<file path="config.mk">
export PLATFORM = sky130hd
export DESIGN_NAME = vp_cycle_gen
export DESIGN_NICKNAME = d
export VERILOG_FILES = /design/src/rtl/cg_pkg.sv /design/src/rtl/cg_trig_sync.sv /design/src/rtl/cg_period_clamp.sv /design/src/rtl/cg_cycle_core.sv /design/src/rtl/vp_cycle_gen.sv
export SDC_FILE = /design/constraint.sdc
export NUM_CORES = 1
export LEC_CHECK = 0
export BUFFER_PORTS_ARGS = -buffer_cell sky130_fd_sc_hd__buf_4
export CAP_MARGIN = 15
export CORE_AREA = 2 2 53 75
export CTS_CLUSTER_DIAMETER = 80
export CTS_CLUSTER_SIZE = 8
export DETAILED_ROUTE_END_ITERATION = 7
export DIE_AREA = 0 0 55 77
export HOLD_SLACK_MARGIN = 0.08
export PLACE_DENSITY_LB_ADDON = 0.15
export SETUP_SLACK_MARGIN = 0.5
export SYNTH_ARGS = -nofsm -noshare
export SYNTH_HDL_FRONTEND = slang
export SYNTH_SLANG_ARGS = --single-unit
</file>
<file path="constraint.sdc">
create_clock -name clk_i -period 3 [get_ports clk_i]
set_input_delay 0.3 -clock clk_i [delete_from_list [all_inputs] [get_ports clk_i]]
set_output_delay 0.3 -clock clk_i [all_outputs]
set_load 0.01 [all_outputs]
</file>
<file path="src/rtl/cg_pkg.sv">
package cg_pkg;
  localparam int unsigned CG_LEN_FLOOR = 2;

  typedef enum logic {
    CG_IDLE = 1'b0,
    CG_RUN  = 1'b1
  } cg_state_e;
endpackage

</file>
<file path="src/rtl/cg_trig_sync.sv">
module cg_trig_sync #(
  parameter int unsigned STAGES = 2
) (
  input  logic clk_i,
  input  logic rst_ni,
  input  logic trig_i,
  output logic edge_o
);
  logic [STAGES-1:0] sync_q;
  logic              last_q;

  always_ff @(posedge clk_i or negedge rst_ni) begin
    if (!rst_ni) begin
      sync_q <= '0;
      last_q <= 1'b0;
    end else begin
      sync_q <= {sync_q[STAGES-2:0], trig_i};
      last_q <= sync_q[STAGES-1];
    end
  end

  assign edge_o = sync_q[STAGES-1] & ~last_q;
endmodule

</file>
<file path="src/rtl/cg_period_clamp.sv">
module cg_period_clamp #(
  parameter int unsigned W = 8
) (
  input  logic [W-1:0] period_i,
  input  logic [W-1:0] min_i,
  input  logic [W-1:0] max_i,
  output logic [W-1:0] len_o
);
  import cg_pkg::*;
  localparam logic [W-1:0] FLOOR = W'(CG_LEN_FLOOR);

  logic [W-1:0] cap, lift;

  always_comb begin
    cap   = (period_i > max_i) ? max_i : period_i;
    lift  = (cap < min_i) ? min_i : cap;
    len_o = (lift < FLOOR) ? FLOOR : lift;
  end
endmodule

</file>
<file path="src/rtl/cg_cycle_core.sv">
module cg_cycle_core #(
  parameter int unsigned W = 8
) (
  input  logic         clk_i,
  input  logic         rst_ni,
  input  logic         lockout_i,
  input  logic         hold_i,
  input  logic         edge_i,
  input  logic [W-1:0] len_i,
  output logic         start_o,
  output logic         busy_o
);
  import cg_pkg::*;

  cg_state_e    state_q;
  logic [W-1:0] cnt_q;
  logic         start_q;
  logic         pend_q;
  logic         expire, want_trig, go;

  // a trigger colliding with a strobe is deferred through pend_q
  assign expire    = (state_q == CG_RUN) && (cnt_q == W'(1));
  assign want_trig = (edge_i | pend_q) & ~start_q;
  assign go        = ~hold_i & ((state_q == CG_IDLE) | expire | want_trig);

  always_ff @(posedge clk_i or negedge rst_ni) begin
    if (!rst_ni) begin
      state_q <= CG_IDLE;
      cnt_q   <= '0;
      start_q <= 1'b0;
      pend_q  <= 1'b0;
    end else if (lockout_i) begin
      state_q <= CG_IDLE;
      cnt_q   <= '0;
      start_q <= 1'b0;
      pend_q  <= 1'b0;
    end else begin
      start_q <= go;
      if (go) begin
        state_q <= CG_RUN;
        cnt_q   <= len_i;
        pend_q  <= 1'b0;
      end else begin
        if (edge_i) pend_q <= 1'b1;
        if (expire) state_q <= CG_IDLE;
        else if (state_q == CG_RUN) cnt_q <= cnt_q - W'(1);
      end
    end
  end

  assign start_o = start_q;
  assign busy_o  = (state_q == CG_RUN);
endmodule

</file>
<file path="src/rtl/vp_cycle_gen.sv">
module vp_cycle_gen #(
  parameter int unsigned PERIOD_W    = 8,
  parameter int unsigned SYNC_STAGES = 2
) (
  input  logic                clk_i,
  input  logic                rst_ni,
  input  logic                lockout_i,
  input  logic                hold_i,
  input  logic                trig_i,
  input  logic [PERIOD_W-1:0] period_i,
  input  logic [PERIOD_W-1:0] min_len_i,
  input  logic [PERIOD_W-1:0] max_len_i,
  output logic                start_o,
  output logic                busy_o
);
  logic                trig_edge;
  logic [PERIOD_W-1:0] cyc_len;

  cg_trig_sync #(.STAGES(SYNC_STAGES)) u_sync (
    .clk_i  (clk_i),
    .rst_ni (rst_ni),
    .trig_i (trig_i),
    .edge_o (trig_edge)
  );

  cg_period_clamp #(.W(PERIOD_W)) u_clamp (
    .period_i (period_i),
    .min_i    (min_len_i),
    .max_i    (max_len_i),
    .len_o    (cyc_len)
  );

  cg_cycle_core #(.W(PERIOD_W)) u_core (
    .clk_i     (clk_i),
    .rst_ni    (rst_ni),
    .lockout_i (lockout_i),
    .hold_i    (hold_i),
    .edge_i    (trig_edge),
    .len_i     (cyc_len),
    .start_o   (start_o),
    .busy_o    (busy_o)
  );
endmodule

</file>
== Word level (Yosys, flattened, before mapping) ==
Cells that the tools add are included.

* Bits in registers: 14
* Bits of input ports: 29
* Output and inout port bits: 2
* Logic and storage cells: 41

* Add/sub/neg operators: 1
* Order comparisons: 3
* Equality and inequality tests: 2
* Mux-type cells: 14
* Bitwise logic cells: 10
* Reduce and logical (&&, ||, !) cells: 5

{| class="wikitable"
|+ Operators with widths
! operator !! count
|-
| 2-to-1 mux 8 bit || 7
|-
| nonzero test 3 bit || 3
|-
| == test 8 x 1 -> 1 bit, second input constant || 1
|-
| greater-than comparator 8 bit || 1
|-
| < comparator 8 x 2 -> 1 bit, second input constant || 1
|-
| < comparator 8 bit || 1
|-
| subtractor 8 x 1 -> 8 bit, second input constant || 1
|-
| 2-to-1 mux 1 bit || 7
|-
| inverter 1 bit || 4
|-
| AND 1 bit || 3
|-
| inequality test 3 bit, second input constant || 1
|-
| OR 1 bit || 3
|-
| AND reduction 2 bit || 1
|-
| logical AND 1 bit || 1
|}

== Depth between registers and ports, before layout ==
Gate-level depths: netlist of the first run.

* Word-level depth: 8
* Depth in mapped cells: 17
* Gate-level depth less buffers: 16

== By module ==
Synthesis of the first run repeated with hierarchy kept, for this count alone.

* Cells, all modules: 172
* Area, all modules: 1496.4 um2

{| class="wikitable"
|+ Modules (own cells, without submodules)
! module !! times used !! cells each !! area each (um2) !! seq. area each (um2)
|-
| cg_period_clamp || 1 || 89 || 708.2 || 0.0
|-
| cg_cycle_core || 1 || 79 || 699.4 || 275.3
|-
| cg_trig_sync || 1 || 4 || 88.8 || 75.1
|}

== Worst setup path before layout of the first run ==
No wires, ideal clock.

* Path kind: input to register
* Start point: in max_len_i[1]
* End point: reg u_core.cnt_q[5]
* Setup time: 131 ps
* Data arrival time: 3409 ps
* Required time: 2869 ps
* Path slack: -540 ps
* Stages: 16
* Path buffers: 2
* Path through: inv_1 > ha_1 > nor2b_4 > o211ai_2 > a21oi_1 > o21ai_1 > buf_2 > mux2_1 > ha_1 > nand4_1 > or2_1 > or3_1 > o221ai_2 > buf_6 > mux2i_1 > o22ai_1

* Longest elaborated chain between the ends: 8

{| class="wikitable"
|+ Ends and longest elaborated chain
! element !! line !! source
|-
| from (decl) || vp_cycle_gen.sv:12 || <nowiki>input logic [PERIOD_W-1:0] max_len_i,</nowiki>
|-
| greater-than comparator 8 bit || cg_period_clamp.sv:15 || <nowiki>cap = (period_i > max_i) ? max_i : period_i;</nowiki>
|-
| 2-to-1 mux 8 bit (*) || cg_period_clamp.sv:15 ||
|-
| < comparator 8 bit || cg_period_clamp.sv:16 || <nowiki>lift = (cap < min_i) ? min_i : cap;</nowiki>
|-
| 2-to-1 mux 8 bit (*) || cg_period_clamp.sv:16 ||
|-
| < comparator 8 x 2 -> 1 bit || cg_period_clamp.sv:17 || <nowiki>len_o = (lift < FLOOR) ? FLOOR : lift;</nowiki>
|-
| 2-to-1 mux 8 bit (*) || cg_period_clamp.sv:17 ||
|-
| 2-to-1 mux 8 bit (*) || cg_cycle_core.sv:39 || <nowiki>if (go) begin</nowiki>
|-
| 2-to-1 mux 8 bit (*) || cg_cycle_core.sv:32 || <nowiki>end else if (lockout_i) begin</nowiki>
|-
| to (signal assigned) || cg_cycle_core.sv:41 || <nowiki>cnt_q <= len_i;</nowiki>
|-
| to (signal assigned) || cg_cycle_core.sv:46 || <nowiki>else if (state_q == CG_RUN) cnt_q <= cnt_q - W'(1);</nowiki>
|-
| to (decl) || cg_cycle_core.sv:16 || <nowiki>logic [W-1:0] cnt_q;</nowiki>
|}

Every way passes the cells marked *; elsewhere a longest branch is shown, timed or not.
A chain may end at the register's enable or synchronous reset.

== Worst setup path after layout of the first run ==
* Start point: in max_len_i[1]
* End point: reg u_core.cnt_q[7]

Same word-level chain as after synthesis.

==> summary.md, run 1 <==
| Metric | Value |
|---|---|
| Final setup fails | `8` |
| Met1 WL | `between 1.5 and 2 mm` |
| Die area | `4235 sq um` |
| Top Layer Used | `met4` |
| Filler cell count | `289` |
| Flops & latches, synth | `14` |
| Via count | `1659` |
| Largest net degree at the start of global routing | `15` |
| Remaining antenna violation count | `0` |
| Asr flop ratio synth | `100.0%` |
| Post-route DRC | `0` |
| Top-count cell post-synth | `inv_1` |
| Total CTS buffers | `3` |
| IO Port Bufs | `30` |
| Startpoint Class | `input port` |
| Sink Count | `14` |
| Post-route setup slack | `-0.3086 ns` |
| RSZ-0062 raised after global routing | `yes` |
| Leading area contributor after synthesis | `dfrtp_1` |
| # Max-Cap Violations | `0` |
| Highest ir drop seen on vdd | `0.0002665 V` |
| Finished Layout Cells | `297` |
| ANT cells | `0` |
| Crit-path max FO | `7` |
| Worst hold slack | `between 0.15 and 0.2 ns` |
| IO Pins | `31` |
| Min-delay worst type | `input port to register` |
| Sequential cell area | `350.3 sq um` |
| Initial DRC Count | `44` |
| First-pass GRT wire length | `7.383 mm` |
| Initial antenna violation count | `0` |
| Cell count after synthesis | `168` |
| Floorplan core area | `3578 sq um` |
| Longest Clk Path Bufs | `2` |
| Post-DP HPWL | `between 3 and 4 mm` |
| Critical path arrival | `~3.4 ns` |
| Fin. Hold Viols | `0` |
| Fraction of layout cells with a size suffix above 1 | `approximately 50%` |
| Top post-synthesis cells by count | `inv_1 (19), ha_1 (17), dfrtp_1 (14)` |
| CTS tree | `built` |
| Final period utilization | `110.3%` |
| Dpl cells | `268` |
| Violated checks | `negative setup slack` |
| Grt ovf | `0` |
| CP required | `about 3.1 ns` |
| Met3 wire len | `114 microns` |
| Htree depth | `1` |
| Place WS | `-0.7436 ns` |
| FP Rows | `26` |
| Gp weighted congestion | `0.7908` |
| Syn. warnings | `0` |
| Overall routed net length | `4.795 mm` |
| Worst slew pin tran | `0.5090 ns` |
| Slew Viols, Final | `0` |
| Final core occ | `69.48%` |
| Clk slew on worst S/H paths | `0.06 ns` |
| Layout area overhead | `72.63%` |
| Lkg Pwr | `about 1.2 nW` |
| Chip width | `55 microns` |
| Worst Setup End Kind | `register` |
| Wire length on met2 | `about 2.9 mm` |
| Post-synth cell types | `48` |
| Total Nets Final | `302` |
| Top-area cell type share of the netlist area | `24.33%` |
| Clock tree root driver cell | `clkbuf_8` |
| Post-synth top flop | `dfrtp_1` |
| Register area share after synthesis | `between 20% and 30%` |
| Slew HR | `between 60% and 70%` |
| Area of the multi-input gates | `1235 sq um` |
| Pwr dens | `around 360 nW/um^2` |
| Die H | `77 microns` |
| Critical path type | `input port to register` |
| Initial Utilization | `40.24%` |
| Worst-case reg-to-reg path depth | `8` |
| Synthesized cell area | `1440 sq um` |
| Status | `finished, violations left` |
| Tot Pwr | `approximately 0.00090 W` |
| Synth top area cells | `dfrtp_1 (24%), ha_1 (15%), inv_1 (5.0%)` |
| Routed vias/inst | `5.586` |
| Later-pin clock latency in the skew report | `around 0.24 ns` |
| Post-DR wirelength/cell | `16.14 microns` |
| Vias in the first global route | `1726` |
| GRT Overall Usage | `23.79%` |
| Clock Skews | `0.004239 ns` |
| Hold depth | `1` |
| Mapped Nets | `214` |
| Syn Area/Cell | `8.572 sq um` |
| Min Clock Period, post-route | `3.309 ns` |
| Post-synth EDFFs | `0` |
| Maximum achievable frequency | `a little over 300 MHz` |
| TritonRoute pass-1 iters | `4` |
## routing by layer
| metal | vias up | GRT usage [%] |
|---|---|---|
| met5 | - | 0 |
| met4 | 0 | 11.95 |
| met3 | 13 | 1.167 |
| met2 | 44 | 49.52 |
| met1 | 809 | 19.47 |
| li1 | 793 | - |
## power breakdown
group | internal [W] | switching (W)
Sequential | 0.000213 | 0.0000265
Combinational | 0.000257 | 0.000228
Clock | 0.000116 | 0.0000634
## through the flow
stage	TNS [ns]	cell area (sq um)
after floorplan	-2.362	1531
after global placement	-4.801	2019
after detailed placement	-5.569	2019
final	-2.233	2486
after CTS	-1.818	2349
after global routing	-3.291	2486
## timing repair
action | in CTS | in global routing
cloned | 1 | 0
endpoints found under the setup margin | 8 | 8
resized for setup | 24 | 17
endpoints found under the hold margin | 14 | 0
buffers inserted | 18 | 5
pin swaps | 10 | 10
hold buffers | 1 | 0
## registers in the layout, indices dropped and copies added, names as in the netlist
name and cells:
u_core.start_o 1, u_core.busy_o 1, u_core.pend_q 1, u_sync.sync_q 2, u_core.cnt_q 8, u_sync.last_q 1
## worst max-delay path, cell delays in order
cell and delay [ns]:
buf_12 0.11, inv_12 0.04, ha_4 0.18, nor2b_4 0.13, o211ai_4 0.20, a21oi_2 0.09
o21ai_1 0.14, buf_4 0.19, mux2_4 0.34, ha_4 0.27, nand4_1 0.15, or2_1 0.27
or3_4 0.35, o221ai_4 0.19, buf_6 0.17, mux2i_2 0.20, o22ai_1 0.09
## layout by cell type (no fill, tap or decap), types with 3 or more instances in the layout
| master | instances |
|---|---|
| nor2_1 | 10 |
| ha_1 | 7 |
| nand2_1 | 12 |
| mux2_4 | 6 |
| a21oi_2 | 5 |
| ha_4 | 10 |
| nand2b_1 | 5 |
| nand3_1 | 7 |
| a21oi_1 | 7 |
| buf_6 | 13 |
| a31oi_1 | 3 |
| nand4_1 | 3 |
| o22ai_1 | 6 |
| dfrtp_1 | 14 |
| clkbuf_8 | 4 |
| inv_1 | 18 |
| mux2i_1 | 4 |
| buf_4 | 71 |
| nor4_1 | 3 |
| nor3_1 | 3 |
## worst paths after layout
check                                       from          endpoint  slack, ns
worst max-delay path                max_len_i[1]   u_core.cnt_q[7]      -0.31
worst min-delay path                      trig_i  u_sync.sync_q[0]       0.16
worst max register to register   u_core.cnt_q[1]   u_core.cnt_q[3]       0.66
worst min register to register  u_sync.sync_q[0]  u_sync.sync_q[1]       0.35
max in group asynchronous                 rst_ni     u_core.busy_o       2.40
min in group asynchronous                 rst_ni     u_core.pend_q       0.43
## kinds of logic (layout without fill, tap and decap cells)
kind of cell | after synthesis | after routing | synth area share (%)
buf+inv | 22 | 109 | 6.342
mux | 12 | 12 | 8.862
xor+xnor | 4 | 4 | 2.433
compound gates | 40 | 40 | 20.77
fa+ha+maj | 17 | 17 | 14.77
flops | 14 | 14 | 24.33
simple gates | 59 | 59 | 22.50
## cell type report
| type | instances | share of cell area [%] |
|---|---|---|
| multi-input combinational | 132 | 49.67 |
| timing repair buffer | 86 | 28.54 |
| sequential | 14 | 14.09 |
| inverter | 19 | 3.372 |
| clock buffer | 4 | 2.214 |
| tap | 42 | 2.114 |
Note: power is estimated with default switching activity, not from simulation.
==> run 2: changes to the inputs <==
--- a/config.mk
+++ b/config.mk
@@ -14,6 +14,7 @@
 export DIE_AREA = 0 0 55 77
 export HOLD_SLACK_MARGIN = 0.08
 export PLACE_DENSITY_LB_ADDON = 0.15
+export RECOVER_POWER = 100
 export SETUP_SLACK_MARGIN = 0.5
 export SYNTH_ARGS = -nofsm -noshare
 export SYNTH_HDL_FRONTEND = slang
==> constraint.sdc (replaced) <==
create_clock -name clk_i -period 3 [get_ports clk_i]
set_input_delay 0.15 -clock clk_i [delete_from_list [all_inputs] [get_ports clk_i]]
set_output_delay 0.15 -clock clk_i [all_outputs]
set_load 0.01 [all_outputs]
==> run 2 against run 1 <==
- the run still ends with negative setup slack left
- combinational power fell by 4.5%
- sequential cell count did not move
- design area fell by 4.5%
- cell count fell by 1.0%
- clock-buffer cell count did not move
- global-route usage fell by 1.3 points
- worst setup slack improved by 0.15 ns
- largest cell class unchanged
- largest power group unchanged
==> summary.md, run 2 (synthesized netlist as in run 1, its figures left out) <==
| Metric | Value |
|---|---|
| Status | `finished, violations left` |
| Violated checks | `negative setup slack` |
| Lkg Pwr | `1.132 nW (-3.4%)` |
| Slew HR | `52.30% (-14 points)` |
| Grt ovf | `0 (unchanged)` |
| CP required | `3.12 ns (about the same)` |
| Chip width | `55 microns (unchanged)` |
| Dpl cells | `268 (unchanged)` |
| Worst slew pin tran | `0.7156 ns (+0.2066 ns)` |
| Finished Layout Cells | `294 (-1.0%)` |
| Critical path arrival | `3.27 ns (-0.15 ns)` |
| Clock Skews | `0.003403 ns (-0.0008356 ns)` |
| Longest Clk Path Bufs | `2 (unchanged)` |
| Post-DR wirelength/cell | `15.27 microns (-5.4%)` |
| Initial Utilization | `40.24% (unchanged)` |
| Startpoint Class | `input port` |
| Filler cell count | `297 (+2.8%)` |
| Post-DP HPWL | `3.526 mm (-0.60%)` |
| Post-route setup slack | `-0.1560 ns (+0.1526 ns)` |
| Clk slew on worst S/H paths | `0.05 ns (about the same)` |
| CTS tree | `built` |
| Slew Viols, Final | `0 (unchanged)` |
| Later-pin clock latency in the skew report | `0.24 ns (about the same)` |
| Total CTS buffers | `3 (unchanged)` |
| FP Rows | `26 (unchanged)` |
| First-pass GRT wire length | `6.969 mm (-5.6%)` |
| Most frequent cells in the layout | `buf_4 (72), inv_1 (18), dfrtp_1 (14)` |
| Initial DRC Count | `28 (-36%)` |
| Via count | `1571 (-5.3%)` |
| Htree depth | `1 (unchanged)` |
| Commonest non-fill, non-tap cell in the layout | `buf_4` |
| Overall routed net length | `4.489 mm (-6.4%)` |
| Crit-path max FO | `7 (unchanged)` |
| RSZ-0062 raised after global routing | `yes` |
| Final core occ | `66.36% (-3.1 points)` |
| # Max-Cap Violations | `0 (unchanged)` |
| Sink Count | `14 (unchanged)` |
| Highest ir drop seen on vdd | `0.0002590 V (-2.8%)` |
| Die area | `4235 sq um (unchanged)` |
| TritonRoute pass-1 iters | `4 (unchanged)` |
| Post-route DRC | `0 (unchanged)` |
| Initial antenna violation count | `0 (unchanged)` |
| Remaining antenna violation count | `0 (unchanged)` |
| Total Nets Final | `299 (-0.99%)` |
| Layout area overhead | `64.90%` |
| Largest net degree at the start of global routing | `15 (unchanged)` |
| Area of the multi-input gates | `1189 sq um (-3.7%)` |
| Maximum achievable frequency | `316.9 MHz (+4.8%)` |
| Max reg flops | `8 (unchanged)` |
| Gp weighted congestion | `0.7907 (about the same)` |
| Fin. Hold Viols | `0 (unchanged)` |
| Sequential cell area | `350.3 sq um (unchanged)` |
| IO Port Bufs | `30 (unchanged)` |
| Floorplan core area | `3578 sq um (unchanged)` |
| Min-delay worst type | `input port to register` |
| Final setup fails | `8 (unchanged)` |
| Critical path type | `input port to register` |
| Routed vias/inst | `5.344 (-4.3%)` |
| Largest regs | `u_core.cnt_q: 8 flops, u_sync.sync_q: 2 flops` |
| Top reg by flops | `u_core.cnt_q` |
| Worst Setup End Kind | `register` |
| Fraction of layout cells with a size suffix above 1 | `46.03% (-3.8 points)` |
| Final period utilization | `105.2% (-5.1 points)` |
| ANT cells | `0 (unchanged)` |
| Worst reg2reg setup slack | `0.46 ns (-0.20 ns)` |
| Pwr dens | `370.6 nW/um^2 (+2.0%)` |
| Die H | `77 microns (unchanged)` |
| Clock tree root driver cell | `clkbuf_8` |
| Vias in the first global route | `1655 (-4.1%)` |
| GRT Overall Usage | `22.51% (-1.3 points)` |
| Min Clock Period, post-route | `3.156 ns (-0.1526 ns)` |
| IO Pins | `31 (unchanged)` |
## run 2: cell count changes in the layout (fill, tap and decap cells not counted), moves of 3 or more
cell / previous run / this run
buf_6: 13 / 4
clkbuf_1: 0 / 3
ha_1: 7 / 10
ha_4: 10 / 7
## run 2: timing repair
action	4_1_cts	5_1_grt
hold buffers	2	0
gates cloned	1	0
setup buffers	15	4
setup endpoints to repair	8	8
pin swaps	9	7
endpoints found under the hold margin	15	0
gates resized for setup	12	17
## run 2: area by class of cell
cell class | instances | share of cell area, %
timing repair buffer | 83 | 27.13
inverter | 19 | 3.530
sequential | 14 | 14.75
clock buffer | 4 | 2.318
multi-input combinational | 132 | 50.05
tap | 42 | 2.213
## run 2: per-stage QoR
stage,total power (W),TNS (ns),hold slack (ns),setup WS (ns),cell area [sq um]
after floorplan,0.0004803,-1.162,-0.1456,-0.1829,1531
after detailed placement,0.0006229,-4.347,0.003391,-0.5874,2019
final,0.0008801,-1.014,0.1529,-0.1560,2375
after CTS,0.0008408,-0.2831,0.1462,-0.07198,2273
after global routing,0.0009418,-1.898,0.1487,-0.2761,2375
after global placement,0.0006100,-3.604,0.0007592,-0.4834,2019
## run 2: final timing paths
| path | from | endpoint | cells past startpoint |
|---|---|---|---|
| worst min register to register | u_sync.sync_q[0] | u_sync.sync_q[1] | 0 |
| worst min-delay path | lockout_i | u_core.busy_o | 2 |
| worst max-delay path | max_len_i[1] | u_core.cnt_q[7] | 18 |
| worst max register to register | u_core.cnt_q[1] | u_core.cnt_q[3] | 8 |
| min in group asynchronous | rst_ni | u_core.pend_q | 2 |
| max in group asynchronous | rst_ni | u_core.busy_o | 2 |
## run 2: metal layers
layer | share of wire [%] | GRT usage, % | wire length [microns] | vias up
li1 | - | - | - | 783
met1 | 32 | 17.90 | 1453 | 739
met2 | 60 | 46.55 | 2681 | 34
met3 | 2.0 | 1.167 | 90 | 15
met4 | 5.9 | 12.93 | 263 | 0
met5 | 0 | 0 | 0 | -
## run 2: power by group
part | total, W | leakage [nW] | internal [W] | switching [W]
registers | 0.000239 | 0.180 | 0.000213 | 0.0000256
logic | 0.000462 | 0.924 | 0.000244 | 0.000218
clock network | 0.000179 | 0.0288 | 0.000116 | 0.0000627
## run 2: worst max-delay path, stage by stage
cell and delay [ns]:
buf_12 0.11, inv_12 0.04, ha_4 0.19, nor2b_4 0.13, o211ai_4 0.20, a21oi_2 0.09
o21ai_1 0.16, buf_4 0.20, buf_6 0.11, mux2_4 0.31, ha_4 0.28, nand3_2 0.06
or2_1 0.25, or3_4 0.35, o221ai_4 0.16, buf_6 0.17, mux2i_2 0.20, o22ai_1 0.10
